==> config.mk <==
export PLATFORM = sky130hd
export DESIGN_NAME = xbus_seq
export DESIGN_NICKNAME = d
export VERILOG_FILES = /design/src/rtl/xbus_seq.sv
export SDC_FILE = /design/constraint.sdc
export NUM_CORES = 1
export LEC_CHECK = 0
export ABC_AREA = 1
export CAP_MARGIN = 15
export CORE_MARGIN = 2
export CORE_UTILIZATION = 35
export DETAILED_ROUTE_END_ITERATION = 8
export HOLD_SLACK_MARGIN = 0.12
export PLACE_DENSITY = 0.66
export SYNTH_ARGS = -nofsm -noshare
export SYNTH_HDL_FRONTEND = slang
export SYNTH_SLANG_ARGS = --single-unit
==> constraint.sdc <==
create_clock -name clk -period 1.8 [get_ports clk]
set_input_delay 0.36 -clock clk [delete_from_list [all_inputs] [get_ports clk]]
set_output_delay 0.36 -clock clk [all_outputs]
set_load 0.1 [all_outputs]
==> src/rtl/xbus_seq.sv <==
module xbus_seq #(
  parameter int AW        = 16,
  parameter int DW        = 8,
  parameter int ROM_BYTES = 4096,
  parameter int CYC       = 6,
  parameter int ALE_CLKS  = 2
) (
  input  logic          clk,
  input  logic          rst_n,
  input  logic          ext_only,
  input  logic          idle_req,
  input  logic          pdown_req,
  input  logic          req_valid,
  input  logic [1:0]    req_kind,
  input  logic [AW-1:0] req_addr,
  input  logic [DW-1:0] req_wdata,
  input  logic [DW-1:0] ad_in,
  output logic          busy,
  output logic          rd_valid,
  output logic [DW-1:0] rd_data,
  output logic [DW-1:0] ad_out,
  output logic          ad_oe,
  output logic [AW-DW-1:0] addr_hi,
  output logic          ale,
  output logic          psen_n,
  output logic          rd_n,
  output logic          wr_n
);
  localparam int PW = $clog2(CYC);
  localparam logic [PW-1:0] PH_LAST = PW'(CYC - 1);
  localparam logic [PW-1:0] PH_SEND = PW'(CYC - 2);
  localparam logic [PW-1:0] PH_DATA = PW'(ALE_CLKS);
  localparam logic [AW:0]   ROM_LIM = (AW+1)'(ROM_BYTES);

  logic [PW-1:0] ph;
  logic          act, idle_q, pd_q;
  logic [1:0]    kind;
  logic [AW-1:0] addr;
  logic [DW-1:0] wd, rdq;

  wire last    = (ph == PH_LAST);
  wire addr_ph = (ph < PH_DATA);
  wire is_wr   = kind[1];
  wire win     = act && !addr_ph && !last;
  wire int_hit = (req_kind == 2'd0) && !ext_only && ({1'b0, req_addr} < ROM_LIM);
  wire take    = req_valid && !idle_req && !pdown_req && !int_hit;

  always_ff @(posedge clk) begin
    if (!rst_n) begin
      ph <= '0; act <= 1'b0; idle_q <= 1'b0; pd_q <= 1'b0;
      kind <= 2'd0; addr <= '0; wd <= '0; rdq <= '0;
    end else begin
      ph <= last ? '0 : ph + 1'b1;
      if (last) begin
        act    <= take;
        idle_q <= idle_req;
        pd_q   <= pdown_req;
        if (take) begin
          kind <= req_kind;
          addr <= req_addr;
          wd   <= req_wdata;
        end
      end
      if (act && !is_wr && ph == PH_SEND) rdq <= ad_in;
    end
  end

  assign ale      = pd_q ? 1'b0 : (idle_q ? 1'b1 : addr_ph);
  assign psen_n   = pd_q ? 1'b0 : !(win && kind == 2'd0);
  assign rd_n     = !(win && kind == 2'd1);
  assign wr_n     = !(win && is_wr);
  assign ad_oe    = act && (addr_ph || is_wr);
  assign ad_out   = addr_ph ? addr[DW-1:0] : wd;
  assign addr_hi  = addr[AW-1:DW];
  assign busy     = act;
  assign rd_valid = act && !is_wr && last;
  assign rd_data  = rdq;


  strobe_excl_chk: assert property (@(posedge clk) disable iff (!rst_n)
    $onehot0({!rd_n, !wr_n, !psen_n && !pd_q}));

  read_float_chk: assert property (@(posedge clk) disable iff (!rst_n)
    (!rd_n || (!psen_n && !pd_q)) |-> !ad_oe);

  wr_drive_chk: assert property (@(posedge clk) disable iff (!rst_n)
    !wr_n |-> ad_oe);

  pd_pins_chk: assert property (@(posedge clk) disable iff (!rst_n)
    pd_q |-> (!ale && !psen_n && rd_n && wr_n && !busy));

  hi_hold_chk: assert property (@(posedge clk) disable iff (!rst_n)
    (act && ph != '0) |-> $stable(addr_hi));

  ale_width_chk: assert property (@(posedge clk) disable iff (!rst_n)
    $rose(ale) |=> ale);

  busy_start_chk: assert property (@(posedge clk) disable iff (!rst_n)
    $rose(busy) |-> ale);
endmodule

## Yosys cells after proc, flatten, opt, wreduce, memory -nomap -nowiden

Cells that the tools add are included.

- Add/sub/neg operators: 1
- Order comparisons: 2
- Equal/unequal tests: 3
- Mux-type cells: 4
- Bitwise logic cells: 1
- Reductions and logical operators: 29

Operators by type and width:

| kind | number |
|---|---|
| < comparator 16 x 13 -> 1 bit, second input constant | 1 |
| logical AND 1 bit | 14 |
| zero test 1 bit | 10 |
| 2-to-1 mux 8 bit | 1 |
| == test 3 bit, second input constant | 2 |
| zero test 2 bit | 2 |
| adder 3 x 1 -> 3 bit, second input constant | 1 |
| < comparator 3 x 2 -> 1 bit, second input constant | 1 |
| 2-to-1 mux 1 bit | 3 |
| == test 2 x 1 -> 1 bit, second input constant | 1 |
| AND reduction 2 bit | 1 |
| OR reduction 2 bit | 1 |
| logical OR 1 bit | 1 |
| NOT 1 bit | 1 |

- Register bits after elaboration: 40
- Bits of input ports: 40
- Output and inout bits: 31
- Word-level logic and storage cells: 48

## Logic depth before layout (Yosys ltp)

- Word-level depth: 7
- Mapped depth: 9
- Mapped depth without buffers: 8

## Worst setup path before layout

No wires, ideal clock.

- Path type: register to output
- From: register act (netlist: busy)
- To: output rd_valid
- Arrival time: 3.246 ns
- Required time: 1.440 ns
- Path slack: -1.806 ns
- Stages on the path, launching flop included: 3
- Buffers on the path: 0
- Cell sequence: dfxtp_1 -> inv_1 -> nor3_1

- Longest elaborated chain between the ends: 2

Ends and longest elaborated chain:

| element | line | source |
|---|---|---|
| from (decl) | 36 | `logic act, idle_q, pd_q;` |
| from (signal assigned) | 55 | `act <= take;` |
| logical AND 1 bit (2 in series) | 76 | `assign rd_valid = act && !is_wr && last;` |
| to (decl) | 19 | `output logic rd_valid,` |

No other way between the ends.

## Worst setup path in the final report

- From: register ph[1]
- To: output rd_n

- Longest elaborated chain between the ends: 6
- Elaborated cells on any way between the ends: 8
- Those cells by class: order compare (1); eq/ne (1); reduce/logical (6)

Ends and longest elaborated chain:

| element | line | source |
|---|---|---|
| from (decl) | 35 | `logic [PW-1:0] ph;` |
| from (signal assigned) | 53 | `ph <= last ? '0 : ph + 1'b1;` |
| < comparator 3 x 2 -> 1 bit | 42 | `wire addr_ph = (ph < PH_DATA);` |
| zero test 1 bit | 44 | `wire win = act && !addr_ph && !last;` |
| logical AND 1 bit | 44 |  |
| logical AND 1 bit (*) | 44 |  |
| logical AND 1 bit (*) | 70 | `assign rd_n = !(win && kind == 2'd1);` |
| zero test 1 bit (*) | 70 |  |
| to (decl) | 26 | `output logic rd_n,` |

Every way passes the cells marked *; elsewhere a longest branch is shown, timed or not.

==> impl_metrics.py <==
metrics = {
    "clocking": {
        "clk_pin_slew_worst_paths_ns": 0.07,
        "clk_latency_ns": 0.30,
        "cts.htree.levels": 2,
        "clockRootBuffer": "clkbuf_8",
        "ctsHoldBuffers": 0,
        "clock_sinks": 40,
        "cts_buffers": 5,
        "cts_tree": "yes",
        "cts_max_path_buffers": 2,
    },
    "floorplanning": {
        "design.core.area_um2": 5140,
        "ioPinCount": 71,
        "die-area_um2": 5960,
        "rows": 26,
        "start_util_pct": 36.5,
        "fp.dieH_um": 77.2,
        "chipWidth_um": 77.2,
    },
    "global_routing": {
        "antenna_found_initial": 0,
        "grt_pass1_vias": 1793,
        "grt_pass1_wl_mm": 8.27,
        "track_usage_pct": 17.2,
        "grt_overflow": 0,
        "grt_max_degree": 27,
    },
    "sta": {
        "setup_ws_ns": -0.0842,
        "tightest_slew_ns": 0.424,
        "fin_skew_ns": 0.00746,
        "max_clock_freq_mhz": 531,
        "fin_hold_ws_ns": 0.454,
        "relSlewSlack_pct": 71.7,
        "grt_setup_unrepaired": "true",
        "slew_violations": 0,
        "layout_min_cycle_time_ns": 1.88,
        "hold_viol": 0,
        "timing.final.crit_share_pct": 105,
        "setup_viol": 14,
    },
    "placed_design": {
        "place_congestion": 0.805,
        "port_buffers": 70,
        "postPlaceCellArea_um2": 3030,
        "dpl.hpwl_mm": 3.46,
    },
    "logic_synthesis": {
        "yosysSeqAreaShare_pct": 42.7,
        "syn_nets": 327,
        "synth-seq-cells": 40,
        "syn_avg_cell_area_um2": 6.60,
        "syn_inst": 284,
        "synth_top_cell_by_area": "dfxtp_1",
        "yosysWarnings": 0,
        "yosysUniqueCellTypes": 22,
        "synth_top_area_share_pct": 42.7,
        "netlist_area_um2": 1870,
        "synth_area_leaders": "dfxtp_1 (43%), nor2_1 (15%), nand2_1 (12%)",
    },
    "cells_and_area": {
        "final_nets": 405,
        "syn_to_final_growth_pct": 75.8,
        "drive_gt1_share_pct": 25.3,
        "diodes": 0,
        "final_cell_area_um2": 3300,
        "layout_commonest_cell": "nor2_1",
        "layout_common_cells": "nor2_1 (74), nand2_1 (44), clkdlybuf4s50_1 (39), inv_1 (36), dfxtp_1 (36)",
    },
    "power": {
        "power_switching_uw": 507,
        "p_leak_nw": 1.46,
        "p_int_mw": 1.50,
        "combPwrFrac_pct": 17.6,
        "p_total_mw": 2.01,
        "pwr-share-seq_pct": 45.1,
        "ir_worst_vdd_mv": 0.453,
        "cellPowerDensity_nw_per_um2": 610,
        "p_clk_share_pct": 37.3,
        "swShare_pct": 25.2,
    },
    "worst_hold_path": {
        "hp-class": "flop to flop",
    },
    "critical_path": {
        "cp-end-kind": "output port",
        "cp.required_ns": 1.44,
        "cp.arrival_ns": 1.52,
        "slowest_stage": "dfxtp_2",
        "cp_max_fo": 2,
        "path_cells": "inv_2 > ha_4 > nand2_4 > inv_4 > nor3_4 > buf_6 > nand3_4 > buf_12",
        "critPathMaxStageDelay_ns": 0.35,
        "path_class": "flop to output port",
        "start_kind": "flop",
    },
    "route": {
        "drt_iter0_drc": 75,
        "drc": 0,
        "num_vias": 1873,
        "ant_nets": 0,
        "wl_per_cell_um": 10.9,
        "drt_pre_antenna_iters": 4,
        "wl_mm": 4.72,
        "vias_per_cell": 4.33,
    },
    "status": {
        "status": "finished with violations",
        "failed_checks": "negative setup slack",
    },
    "run": {
        "max_cap_violations": 0,
    },
}
[per-layer routing]
layer  wire length (µm)  track usage, %
met1               2040            20.5
met2               2210            28.3
met3                415            7.53
met4                 54            4.29
met5                  0               0
[cell usage after synthesis]
cell	instances
buf_1	3
xnor2_1	1
clkbuf_1	3
nor3_1	2
nand3_1	26
nand4_1	1
buf_6	2
inv_1	38
clkinv_1	1
nor2_1	74
ha_1	3
nor2_4	1
buf_4	8
o21ai_0	9
nor2_2	1
nand3_2	1
nand2_1	59
o21ai_2	1
dfxtp_1	40
buf_2	2
a21oi_1	7
inv_2	1
[through the flow]
stage                     TNS (ns)  worst slack, ns  cells  utilization [%]
after floorplan             -0.110           -0.110    284                -
after global placement           0            0.102    416             58.9
after detailed placement         0           0.0584    416             58.9
after CTS                   -0.792          -0.0815    430             63.2
after global routing         -1.51           -0.155    433             64.1
final                       -0.498          -0.0842    433             64.1
[worst paths after layout]
| kind | cells past startpoint | slack, ns | from | to |
|---|---|---|---|---|
| min | 1 | 0.45 | ph[0] | ph[0] |
| max reg2reg | 9 | 0.24 | ph[1] | addr[0] |
| min reg2reg | 1 | 0.45 | ph[0] | ph[0] |
| max | 8 | -0.08 | ph[1] | rd_n |
[repair_timing]
action	4_1_cts	5_1_grt
endpoints found under the setup margin	14	14
pin swaps	11	5
gates resized for setup	21	7
buffers inserted	5	3
gates cloned	1	0
[power groups by stage]
| stage | registers [mW] | clock network, mW | logic [mW] |
|---|---|---|---|
| floorplan | 0.925 | 0 | 0.153 |
| global placement | 0.924 | 0 | 0.309 |
| detailed placement | 0.924 | 0 | 0.310 |
| CTS | 0.906 | 0.771 | 0.340 |
| global route | 0.909 | 0.795 | 0.384 |
| finish | 0.907 | 0.750 | 0.354 |
[worst max-delay path, delay by kind of cell (launching register included)]
family	cells	cell delay, ns
DFF	1	0.35
adders and majority gates	1	0.17
buffers and inverters	4	0.39
and+or+nand+nor	3	0.31
[logic make-up (layout without fill, tap and decap cells)]
kind of cell,Yosys count,in the layout,share of synthesized area (%)
adder cells (fa/ha/maj),3,3,2.00
buffers and inverters,58,137,14.2
AO/OA/AOI/OAI,17,17,4.74
flip-flops,40,40,42.7
XOR/XNOR,1,1,0.467
AND/OR/NAND/NOR,165,165,35.9
[registers in the layout, summed over array words and instances, names as in the netlist]
signal and count:
wd 8, busy 1, pd_q 1, addr 16
kind 2, idle_q 1, rd_data 8, ph 3
[area by class of cell]
| class | instances | area (µm²) |
|---|---|---|
| fill | 462 | 1840 |
| timing repair buffer | 88 | 1160 |
| multi-input combinational | 186 | 947 |
| sequential | 40 | 811 |
| inverter | 40 | 158 |
| clock buffer | 8 | 121 |
| tap | 70 | 87.6 |
| timing repair inverter | 1 | 6.26 |
No activity file was read; power rests on OpenSTA's default activity.
